## config.mk

```make
export PLATFORM = sky130hd
export DESIGN_NAME = iedc_ctrl
export DESIGN_NICKNAME = d
export VERILOG_FILES = /design/src/rtl/iedc_pkg.sv /design/src/rtl/iedc_order_decode.sv /design/src/rtl/iedc_chain_count.sv /design/src/rtl/iedc_enable_reg.sv /design/src/rtl/iedc_ctrl.sv
export SDC_FILE = /design/constraint.sdc
export NUM_CORES = 1
export LEC_CHECK = 0
export ABC_AREA = 0
export BUFFER_PORTS_ARGS = -buffer_cell sky130_fd_sc_hd__buf_4
export CAP_MARGIN = 25
export CELL_PAD_IN_SITES_DETAIL_PLACEMENT = 0
export CELL_PAD_IN_SITES_GLOBAL_PLACEMENT = 1
export CORE_AREA = 2 2 39 41
export DETAILED_ROUTE_END_ITERATION = 7
export DIE_AREA = 0 0 41 43
export PLACE_DENSITY_LB_ADDON = 0.1
export SLEW_MARGIN = 20
export SYNTH_ARGS = -nofsm -noshare
export SYNTH_HDL_FRONTEND = slang
export SYNTH_HIERARCHICAL = 1
export SYNTH_SLANG_ARGS = --single-unit
```

## constraint.sdc

```tcl
create_clock -name clk -period 2.6 [get_ports clk]
set_clock_uncertainty 0.15 [all_clocks]
set_input_delay 0.78 -clock clk [delete_from_list [all_inputs] [get_ports clk]]
set_output_delay 0.78 -clock clk [all_outputs]
set_load 0.05 [all_outputs]
```

## src/rtl/iedc_pkg.sv

```systemverilog
package iedc_pkg;

    typedef enum logic [1:0] {
        UO_OTHER    = 2'd0,
        UO_INTOFF   = 2'd1,
        UO_DISPATCH = 2'd2,
        UO_INDSTEP  = 2'd3
    } uorder_e;

    typedef struct packed {
        logic intoff;
        logic dispatch;
        logic indstep;
        logic breaks_run;
    } uo_pulse_t;

    function automatic uo_pulse_t decode_order(input logic valid, input uorder_e kind);
        uo_pulse_t p;
        p.intoff     = valid && (kind == UO_INTOFF);
        p.dispatch   = valid && (kind == UO_DISPATCH);
        p.indstep    = valid && (kind == UO_INDSTEP);
        p.breaks_run = valid && (kind != UO_INDSTEP);
        return p;
    endfunction

endpackage

```

## src/rtl/iedc_order_decode.sv

```systemverilog
module iedc_order_decode
    import iedc_pkg::*;
(
    input  logic       uo_valid,
    input  logic [1:0] uo_kind,
    output uo_pulse_t  pulses
);
    always_comb begin
        pulses = decode_order(uo_valid, uorder_e'(uo_kind));
    end
endmodule

```

## src/rtl/iedc_chain_count.sv

```systemverilog
module iedc_chain_count #(
    parameter int LIMIT = 3
) (
    input  logic clk,
    input  logic rst,
    input  logic step,
    input  logic restart,
    input  logic strap,
    output logic release_en
);
    localparam int CW = $clog2(LIMIT + 1);
    localparam logic [CW-1:0] CMAX  = CW'(LIMIT);
    localparam logic [CW-1:0] CLAST = CW'(LIMIT - 1);

    logic [CW-1:0] cnt_q;
    logic [CW-1:0] cnt_d;

    always_comb begin
        cnt_d = cnt_q;
        if (step) begin
            if (cnt_q != CMAX) cnt_d = cnt_q + 1'b1;
        end else if (restart) begin
            cnt_d = '0;
        end
    end

    always_ff @(posedge clk) begin
        if (rst) cnt_q <= '0;
        else     cnt_q <= cnt_d;
    end

    // the step that brings the run to the limit (or any later one) releases
    assign release_en = step && strap && (cnt_q >= CLAST);
endmodule

```

## src/rtl/iedc_enable_reg.sv

```systemverilog
module iedc_enable_reg (
    input  logic clk,
    input  logic rst,
    input  logic clear_en,
    input  logic set_dispatch,
    input  logic set_chain,
    output logic en_q
);
    always_ff @(posedge clk) begin
        if (rst)                           en_q <= 1'b0;
        else if (clear_en)                 en_q <= 1'b0;
        else if (set_dispatch || set_chain) en_q <= 1'b1;
    end
endmodule

```

## src/rtl/iedc_ctrl.sv

```systemverilog
module iedc_ctrl
    import iedc_pkg::*;
#(
    parameter int IND_LIMIT = 3
) (
    input  logic       clk,
    input  logic       rst,
    input  logic       uo_valid,
    input  logic [1:0] uo_kind,
    input  logic       prot_present,
    input  logic       irq_pending,
    input  logic       test_point,
    output logic       inten,
    output logic       int_accept
);
    uo_pulse_t pulses;
    logic      chain_rel;

    iedc_order_decode u_dec (
        .uo_valid (uo_valid),
        .uo_kind  (uo_kind),
        .pulses   (pulses)
    );

    iedc_chain_count #(.LIMIT(IND_LIMIT)) u_chain (
        .clk        (clk),
        .rst        (rst),
        .step       (pulses.indstep),
        .restart    (pulses.breaks_run),
        .strap      (prot_present),
        .release_en (chain_rel)
    );

    iedc_enable_reg u_en (
        .clk          (clk),
        .rst          (rst),
        .clear_en     (pulses.intoff),
        .set_dispatch (pulses.dispatch),
        .set_chain    (chain_rel),
        .en_q         (inten)
    );

    assign int_accept = inten && irq_pending && test_point;
endmodule

```

==> reports/results.tsv <==
stage	metric	value	unit
setup_path	start_kind	input pin	
global_routing	grt_max_degree	6	
cts	cts_num_sinks	3	
setup_path	slowest_stage	buf_4	
synth	syn_inst	22	
hold_path	min_path_type	reg2reg	
sta	rsz0062_at_grt	no	
cts	cts_hold_buf	0	
sta	fin_crit	2.16	ns
setup_path	crit_type	in2out	
cts	cts_tree	built	
pwr	p_leak	0.000169	µW
die	die_h	43	µm
cts	root_buffer	clkbuf_4	
synth	synth_cell_types	13	
sta	finalMaxSlewViolations	0	
sta	finalWorstSetupSlack	0.443	ns
sta	whs	0.362	ns
global_routing	grt.overflow.total	0	
placement	dp_slack	0.443	ns
setup_path	required	1.67	ns
drt	dr.pass1.iters	2	
global_routing	grt_first_pass_wirelength	828	µm
drt	wl_per_cell	9.47	µm
global_routing	antenna_found_initial	0	
placement	finalWeightedCongestion	0.589	
pwr	irDropWorstVdd	0.0000762	V
placement	dp.cells	47	
cts	post_cts_buffers	0	
setup_path	worstPathArrival	1.23	ns
die	top_level_ports	10	
cts	htree_num_levels	1	
cells_and_area	instances_no_fill	51	
sta	hold_viol_final	0	
cells_and_area	final_util	23.1	%
setup_path	endpoint_kind	primary output	
die	initial_utilization	14.9	%
setup_path	crit_chain	buf_4 -> and3_1 -> buf_4	
drt	drcViolationCount	0	
die	rows	14	
sta	max_slew_margin	81.3	%
sta	max_freq	464	MHz
drt	drt_iter0_markers	1	
drt	routed_wl	483	µm
cts	cts-resized-gates	0	
cells_and_area	final_nets	46	
cts	cts_made_buffers	3	
cells_and_area	diodes	0	
cells_and_area	area_growth	55.2	%
job	cap_violations	0	
setup_path	path_common_cell	buf_4	
cts	cts.clk_slew.worst_paths	0.04	ns
cts	cts.path.max_buffers	2	
die	core_region_area	1380	µm²
synth	synth_nets	32	
synth	netlist_area	206	µm²
drt	ant_nets	0	
drt	vias	205	
setup_path	critPathBufInv	2	
sta	fin_tns_setup	0	ns
sta	worst_slew_pin_slew	0.277	ns
global_routing	grt_pass1_vias	223	
setup_path	critPathMaxFanout	1	
synth	yosys_warnings	6	
sta	fin_crit_sh	83.0	%
synth	synth_seq_cells	3	
global_routing	grt_usage	7.72	%
cells_and_area	drive_gt1_share	34.3	%
drt	vias_per_cell	4.02	
pwr	powerDensity	484	nW/µm²
synth	syn_area_per_cell	9.38	µm²
cts	worstSkewPairLatency	0.23	ns
die	die_w	41	µm
outcome	status	completed	
sta	setup_viol	0	
placement	port_buffers	9	
setup_path	critPathMaxStageDelay	0.18	ns
synth	synth_seq_area_share	29.1	%
setup_path	cpLargestDelayFamily	buffers and inverters	
die	dieArea	1760	µm²
[sequential cells by signal (all words and copies together) (netlist names)]
register	flops
u_chain/cnt_q	2
u_en/en_q	1
[final timing paths]
path | slack (ns) | to | cells after the start | from
setup / recovery | 0.44 | int_accept | 3 | test_point
hold / removal | 0.36 | u_chain/cnt_q[1] | 2 | u_chain/cnt_q[1]
setup reg to reg | 1.07 | u_chain/cnt_q[1] | 4 | u_chain/cnt_q[0]
hold reg to reg | 0.36 | u_chain/cnt_q[1] | 2 | u_chain/cnt_q[1]
[per-layer routing]
metal,up-vias,routed length [µm],global-route usage [%]
met4,0,10,12.0
met5,-,0,0
met3,2,39,1.57
li1,108,-,-
met1,90,177,8.31
met2,5,255,9.38
[tightest hold or removal path: stages (launching register included)]
cell and delay, ns:
dfxtp_1 0.33, inv_1 0.06, o41ai_1 0.07
[synthesized netlist by cell type]
master	count	area (µm²)
dfxtp_1	3	60.1
and3_1	2	12.5
and3b_1	2	17.5
ha_1	2	25.0
inv_1	2	7.51
nor2b_1	2	12.5
nor3_1	2	10.0
or4b_1	2	20.0
a21boi_1	1	7.51
o211a_1	1	10.0
o31ai_1	1	7.51
o41ai_1	1	8.76
or2b_1	1	7.51
[cell families (layout without fill, tap and decap cells)]
group                    after synthesis  in the layout  synth area share (%)
AND/OR/NAND/NOR                       11             11                  38.8
AO/OA/AOI/OAI                          4              4                  16.4
buffers and inverters                  2             15                  3.64
flip-flops                             3              3                  29.1
adder cells (fa/ha/maj)                2              2                  12.1
[power breakdown]
part           internal (µW)  total, µW  switching (µW)
registers               47.9       49.2            1.32
clock network           57.6       82.7            25.1
logic                   12.6       23.0            10.4
[placed cells by master, fill, tap and decap left out]
| cell | instances |
|---|---|
| inv_1 | 2 |
| nor2b_1 | 2 |
| ha_1 | 2 |
| buf_4 | 9 |
| nor3_1 | 2 |
| and3b_1 | 2 |
| o41ai_1 | 1 |
| and3_1 | 2 |
| o211a_1 | 1 |
| o31ai_1 | 1 |
| dfxtp_1 | 3 |
| clkbuf_4 | 3 |
| or2b_1 | 1 |
| a21boi_1 | 1 |
| clkbuf_1 | 1 |
| or4b_1 | 2 |
[layout make-up]
class	instances	area, µm²
clock buffer	4	26.3
fill	152	1060
inverter	2	7.51
multi-input combinational	17	139
sequential	3	60.1
tap	16	20.0
timing repair buffer	9	67.6
[per-stage QoR]
stage | area [µm²] | total power [µW]
2_1_floorplan | 206 | 60.4
3_3_place_gp | 294 | 73.0
3_5_place_dp | 294 | 73.2
4_1_cts | 320 | 161
5_1_grt | 320 | 168
6_report | 320 | 155
Note: power is estimated with default switching activity, not from simulation.
